File: config.mk
export PLATFORM = sky130hd
export DESIGN_NAME = cmpc_eval
export DESIGN_NICKNAME = d
export VERILOG_FILES = /design/src/rtl/cmpc_pkg.sv /design/src/rtl/cmpc_adder.sv /design/src/rtl/cmpc_flags.sv /design/src/rtl/cmpc_cond.sv /design/src/rtl/cmpc_eval.sv
export SDC_FILE = /design/constraint.sdc
export NUM_CORES = 1
export LEC_CHECK = 0
export BUFFER_PORTS_ARGS = -buffer_cell sky130_fd_sc_hd__buf_2
export CORE_AREA = 2 2 39 41
export DETAILED_ROUTE_END_ITERATION = 10
export DIE_AREA = 0 0 41 43
export GPL_TIMING_DRIVEN = 0
export PLACE_DENSITY = 0.46
export SETUP_SLACK_MARGIN = 0.5
export SYNTH_ARGS = -nofsm -noshare
export SYNTH_HDL_FRONTEND = slang
export SYNTH_SLANG_ARGS = --single-unit
File: constraint.sdc
create_clock -name vclk -period 4.35
set_clock_uncertainty 0.15 [all_clocks]
set_input_delay 0.87 -clock vclk [all_inputs]
set_output_delay 0.87 -clock vclk [all_outputs]
set_load 0.03 [all_outputs]
File: src/rtl/cmpc_pkg.sv
package cmpc_pkg;

  // Condition selector encoding; codes above CC_SGT are unused and return not-taken.
  typedef enum logic [3:0] {
    CC_EQ  = 4'd0,
    CC_NE  = 4'd1,
    CC_ULT = 4'd2,
    CC_UGE = 4'd3,
    CC_ULE = 4'd4,
    CC_UGT = 4'd5,
    CC_SLT = 4'd6,
    CC_SGE = 4'd7,
    CC_SLE = 4'd8,
    CC_SGT = 4'd9
  } cond_e;

  typedef struct packed {
    logic c;  // borrow (inverted adder carry-out)
    logic n;  // sign
    logic z;  // zero
    logic v;  // signed overflow
  } flags_t;

  // Adder construction variants.
  localparam int ADD_RIPPLE = 0;
  localparam int ADD_NATIVE = 1;

endpackage

File: src/rtl/cmpc_adder.sv
module cmpc_adder #(
  parameter int W     = 4,
  parameter int STYLE = cmpc_pkg::ADD_RIPPLE
) (
  input  logic [W-1:0] x,
  input  logic [W-1:0] y,
  input  logic         cin,
  output logic [W-1:0] sum,
  output logic         cout
);

  generate
    if (STYLE == cmpc_pkg::ADD_RIPPLE) begin : g_ripple
      logic [W:0] cc;
      assign cc[0] = cin;
      for (genvar i = 0; i < W; i++) begin : g_bit
        assign sum[i]  = x[i] ^ y[i] ^ cc[i];
        assign cc[i+1] = (x[i] & y[i]) | (cc[i] & (x[i] ^ y[i]));
      end
      assign cout = cc[W];
    end else begin : g_native
      logic [W:0] wide;
      assign wide = {1'b0, x} + {1'b0, y} + {{W{1'b0}}, cin};
      assign sum  = wide[W-1:0];
      assign cout = wide[W];
    end
  endgenerate

endmodule

File: src/rtl/cmpc_flags.sv
module cmpc_flags #(
  parameter int W = 4
) (
  input  logic              a_msb,
  input  logic              b_msb,
  input  logic [W-1:0]      dif,
  input  logic              carry_out,
  output cmpc_pkg::flags_t  flg
);

  localparam int MSB = W - 1;

  always_comb begin
    flg.c = ~carry_out;                              // no carry-out means a borrow occurred
    flg.n = dif[MSB];
    flg.z = ~|dif;
    flg.v = (a_msb ^ b_msb) & (dif[MSB] ^ a_msb);    // operand signs differ and result sign left a's
  end

endmodule

File: src/rtl/cmpc_cond.sv
module cmpc_cond (
  input  cmpc_pkg::flags_t flg,
  input  logic [3:0]       sel,
  output logic             hit
);
  import cmpc_pkg::*;

  logic lt_s;

  always_comb begin
    lt_s = flg.n ^ flg.v;
    case (sel)
      CC_EQ:   hit = flg.z;
      CC_NE:   hit = ~flg.z;
      CC_ULT:  hit = flg.c;
      CC_UGE:  hit = ~flg.c;
      CC_ULE:  hit = flg.c | flg.z;
      CC_UGT:  hit = ~flg.c & ~flg.z;
      CC_SLT:  hit = lt_s;
      CC_SGE:  hit = ~lt_s;
      CC_SLE:  hit = lt_s | flg.z;
      CC_SGT:  hit = ~lt_s & ~flg.z;
      default: hit = 1'b0;
    endcase
  end

endmodule

File: src/rtl/cmpc_eval.sv
module cmpc_eval #(
  parameter int W         = 4,
  parameter int ADD_STYLE = cmpc_pkg::ADD_RIPPLE
) (
  input  logic [W-1:0] opa,
  input  logic [W-1:0] opb,
  input  logic [3:0]   cond_sel,
  output logic [W-1:0] diff,
  output logic         flag_c,
  output logic         flag_n,
  output logic         flag_z,
  output logic         flag_v,
  output logic         taken
);

  localparam int MSB = W - 1;

  logic [W-1:0]     opb_inv;
  logic [W-1:0]     sub_res;
  logic             sub_cout;
  cmpc_pkg::flags_t flg;

  assign opb_inv = ~opb;

  cmpc_adder #(.W(W), .STYLE(ADD_STYLE)) u_add (
    .x    (opa),
    .y    (opb_inv),
    .cin  (1'b1),
    .sum  (sub_res),
    .cout (sub_cout)
  );

  cmpc_flags #(.W(W)) u_flags (
    .a_msb     (opa[MSB]),
    .b_msb     (opb[MSB]),
    .dif       (sub_res),
    .carry_out (sub_cout),
    .flg       (flg)
  );

  cmpc_cond u_cond (
    .flg (flg),
    .sel (cond_sel),
    .hit (taken)
  );

  assign diff   = sub_res;
  assign flag_c = flg.c;
  assign flag_n = flg.n;
  assign flag_z = flg.z;
  assign flag_v = flg.v;

endmodule

* Word-level counts from Yosys, hierarchy flattened
Cells that the tools add are included.
Operators by class: equality and inequality tests 9, multiplexer cells 1, bitwise gates (word level) 30, reductions and logical operators 3
Operator list (number):
- $eq 4x3->1 const B | 4
- $and 1x1->1 | 10
- $pmux 1 s10 | 1
- $xor 1x1->1 | 10
- $eq 4x2->1 const B | 2
- $eq 4x4->1 const B | 2
- $or 1x1->1 | 6
- $eq 4x1->1 const B | 1
- $logic_not 4->1 | 1
- $not 4->4 | 1
- $reduce_or 4->1 | 1
- $not 1->1 | 3
- $logic_not 1->1 | 1
Storage, ports and cells: register bits after elaboration 0, bits of input ports 12, logic and storage cells 43

* Logic depth before layout (Yosys ltp)
word-level depth 14, depth in mapped cells 10, depth with buffers taken out 10

* By module
From an unflattened synthesis, not the netlist that was laid out.
Second synthesis, totals: cells, all modules 41, area total of the unflattened synthesis 272.8 um2
By module, submodules not included:
- cmpc_adder | times used 1, cells each 14, area each 117.6 um2, seq. area each 0.0 um2
- cmpc_cond | times used 1, cells each 16, area each 96.3 um2, seq. area each 0.0 um2
- cmpc_flags | times used 1, cells each 6, area each 40.0 um2, seq. area each 0.0 um2
- cmpc_eval | times used 1, cells each 5, area each 18.8 um2, seq. area each 0.0 um2

* Worst setup path after synthesis
No wires, ideal clock.
path kind input port to output port, start point input port opa[0], end point output port taken, arrival 3236 ps, path slack 94 ps, stages 10, cells stage by stage inv_1 > ha_1 > fa_1 > inv_1 > fa_1 > inv_1 > fa_1 > and4b_1 > a21oi_1 > o32ai_2
On the way: elaborated cells between the ends (all ways) 25, those cells by class 1 x mux; 22 x bitwise; 2 x reduce/logical
RTL lines:
- from (decl) | line cmpc_eval.sv:5 | input logic [W-1:0] opa,
- $and 1x1->1 / $xor 1x1->1 (equally long branches) | line cmpc_adder.sv:18, cmpc_adder.sv:17
- $or 1x1->1 | line cmpc_adder.sv:18 | assign cc[i+1] = (x[i] & y[i]) | (cc[i] & (x[i] ^ y[i]));
- $and 1x1->1 | line cmpc_adder.sv:18
- $or 1x1->1 | line cmpc_adder.sv:18
- $and 1x1->1 | line cmpc_adder.sv:18
- $or 1x1->1 | line cmpc_adder.sv:18
- $xor 1x1->1 | line cmpc_adder.sv:17 | assign sum[i] = x[i] ^ y[i] ^ cc[i];
- $reduce_or 4->1 * | line cmpc_flags.sv:16 | flg.z = ~|dif;
- $logic_not 1->1 * | line cmpc_flags.sv:16
- named net flag_z | line cmpc_eval.sv:11 | output logic flag_z,
- $or 1x1->1, on equally long branches | line cmpc_cond.sv:21, cmpc_cond.sv:17
- $pmux 1 s10 * | line cmpc_cond.sv:12 | case (sel)
- to (decl) | line cmpc_eval.sv:13 | output logic taken
The timed path passes the listed nets; every way through them passes the cells marked *.

* Worst setup path in the final report
start point input port opa[0], end point output port taken
On the way: word-level cells in the longest chain between the ends 13, elaborated cells between the ends (all ways) 25, those cells by class 1 x mux; 22 x bitwise; 2 x reduce/logical
Ends and longest elaborated chain:
- $and 1x1->1 / $xor 1x1->1 (equally long branches) | line cmpc_adder.sv:18, cmpc_adder.sv:17
- $or 1x1->1 | line cmpc_adder.sv:18
- $and 1x1->1 | line cmpc_adder.sv:18
- $or 1x1->1 | line cmpc_adder.sv:18
- $and 1x1->1 | line cmpc_adder.sv:18
- $or 1x1->1 | line cmpc_adder.sv:18
- $xor 1x1->1 | line cmpc_adder.sv:17
- $xor 1x1->1 | line cmpc_flags.sv:17 | flg.v = (a_msb ^ b_msb) & (dif[MSB] ^ a_msb);
- $and 1x1->1 | line cmpc_flags.sv:17
- $xor 1x1->1 | line cmpc_cond.sv:11 | lt_s = flg.n ^ flg.v;
- $not 1->1 | line cmpc_cond.sv:20, cmpc_cond.sv:22
- $and 1x1->1 | line cmpc_cond.sv:22 | CC_SGT: hit = ~lt_s & ~flg.z;
- $pmux 1 s10 * | line cmpc_cond.sv:12
Mark *: on every way between the ends. The rest lies on a longest branch, timed or not.

==> qor.yml <==
slowest_stage: "fa_2"
ir_drop_uv: 69.6
slew_headroom_pct: 76.5
final_layout_size_suffix_gt1_share_pct: 71.4
dpl.hpwl_um: 530
fin_nets: 76
postLayoutCellArea_um2: 519
worst_pin_slew_ns: 0.343
path_class: "input port to output port"
critPathTopFamily: "adder cells"
rsz0062_at_grt: "yes"
syn-instance-count: 31
met2WireLength_um: 337
final-seq-area_um2: 0
hold_path_depth: 3
die_h_um: 43
path_buf_inv: 6
synth_common_cells: "inv_1, fa_1, a21oi_1, ha_1"
dieArea_um2: 1760
grt_usage_pct: 7.14
grt_pass1_vias: 244
hold_viol_final: 0
area_growth_pct: 94.8
tns_ns: 0
postCtsHoldBufs: 0
cp_common_cell: "fa_2"
cpPeakStageDelay_ns: 0.52
placed_area_um2: 404
wl_um: 665
ioPinCount: 21
utilization_pct: 37.5
critPathLaunchType: "input port"
ys_seq_area_share_pct: 0
clkbuf_count: 0
netlist_area_um2: 267
grt_max_degree: 7
fmax_mhz: 248
hold_class: "input port to output port"
via_per_inst: 4.06
cp_data_arrival_time_ns: 3.01
antenna_cells: 0
dp.cells: 68
cap_violations: 0
setup_viol: 0
yosys.area.top_type: "fa_1"
seq_cells: 0
power.density_nw_per_um2: 192
syn_avg_cell_area_um2: 8.60
ant_nets: 0
portBuffers: 21
maxSlewViolCount: 0
dr.max_layer_used: "met3"
drc: 0
wl_met3_um: 32
cp.depth: 13
drtPass1Iterations: 2
fin_crit_ns: 4.03
synth_fp_nets: 49
end_kind: "output port"
status: "complete, no violations"
place_congestion: 0.643
die_w_um: 41
synth_area_leaders: "fa_1, inv_1, ha_1"
grt_pass1_wl_um: 952
fin_crit_sh_pct: 92.7
total_leakage_power_nw: 0.265
wl_per_cell_um: 9.24
synth.top_cell.area_share_pct: 30.0
drt_iter0_markers: 1
synth_warnings: 0
path_cells: "buf_8, inv_4, ha_4, fa_2, inv_2, fa_2, inv_2, fa_2, and4b_2, buf_6, a2bb2oi_4, o32ai_4, buf_6"
yosysMostFrequentCell: "inv_1"
yosys.cell_types.count: 17
wl_met1_um: 295
overflow: 0
vias: 292
path_max_fanout: 2
initial_utilization_pct: 19.3
antenna_found_initial: 0
coreArea_um2: 1380
rows: 14
cp.required_ns: 3.33
instances_no_fill: 72
==> metal layers <==
layer	vias to the layer above	global-route usage, %
li1	150	-
met1	135	11.6
met2	7	10.9
met3	0	0
met4	0	0
met5	-	0
==> through the flow <==
stage | worst slack (ns) | power [W] | hold WS (ns)
floorplan | 0.277 | 0.0000579 | 1.71
global placement | 0.0824 | 0.0000798 | 1.96
detailed placement | 0.0704 | 0.0000798 | 1.96
CTS | 0.296 | 0.0000930 | 1.93
global route | 0.211 | 0.000108 | 1.93
finish | 0.316 | 0.0000998 | 1.91
==> final timing paths <==
path | start | endpoint | slack, ns
setup / recovery | opa[0] | taken | 0.32
hold / removal | cond_sel[0] | taken | 1.91
==> layout by cell type, fill, tap and decap left out <==
cell,synthesis,final
o32ai_4,0,1
a21oi_1,2,1
inv_1,10,7
buf_2,0,16
buf_6,0,5
o31ai_1,1,1
nand2_1,1,1
fa_2,0,4
nor2_1,1,1
xor2_1,1,1
ha_1,2,1
inv_4,0,1
ha_4,0,1
a221o_2,1,1
buf_8,0,1
a2bb2oi_4,0,1
o21ba_1,1,1
a211o_2,1,1
buf_4,1,4
mux2i_1,1,1
and4b_2,0,1
inv_2,0,2
nand2b_1,1,1
a21oi_2,0,1
==> final cells by class <==
cell class                 instances  area [um^2]
tap                               16         20.0
fill                             151          865
multi-input combinational         20          278
timing repair buffer              25          174
inverter                          10         40.0
buffer                             1         7.51
==> power breakdown <==
part | switching [W] | total (W) | leakage, nW | internal [W]
logic | 0.0000554 | 0.0000998 | 0.265 | 0.0000444
registers | 0 | 0 | 0 | 0
clock network | 0 | 0 | 0 | 0
total | 0.0000554 | 0.0000998 | 0.265 | 0.0000444
==> what timing repair did <==
| item | CTS | global route |
|---|---|---|
| endpoints found under the setup margin | 2 | 4 |
| gates resized for setup | 18 | 6 |
| pin swaps | 7 | 6 |
| buffers inserted | 2 | 2 |
==> logic make-up (layout without fill, tap and decap cells) <==
family	Yosys count	after routing	share of synthesized area, %
adder cells (fa/ha/maj)	6	6	39.4
AO/OA/AOI/OAI	8	8	27.7
multiplexers	1	1	3.76
AND/OR/NAND/NOR	4	4	8.92
XOR/XNOR	1	1	3.29
buffers and inverters	11	36	16.9
Note: power is estimated with default switching activity, not from simulation.
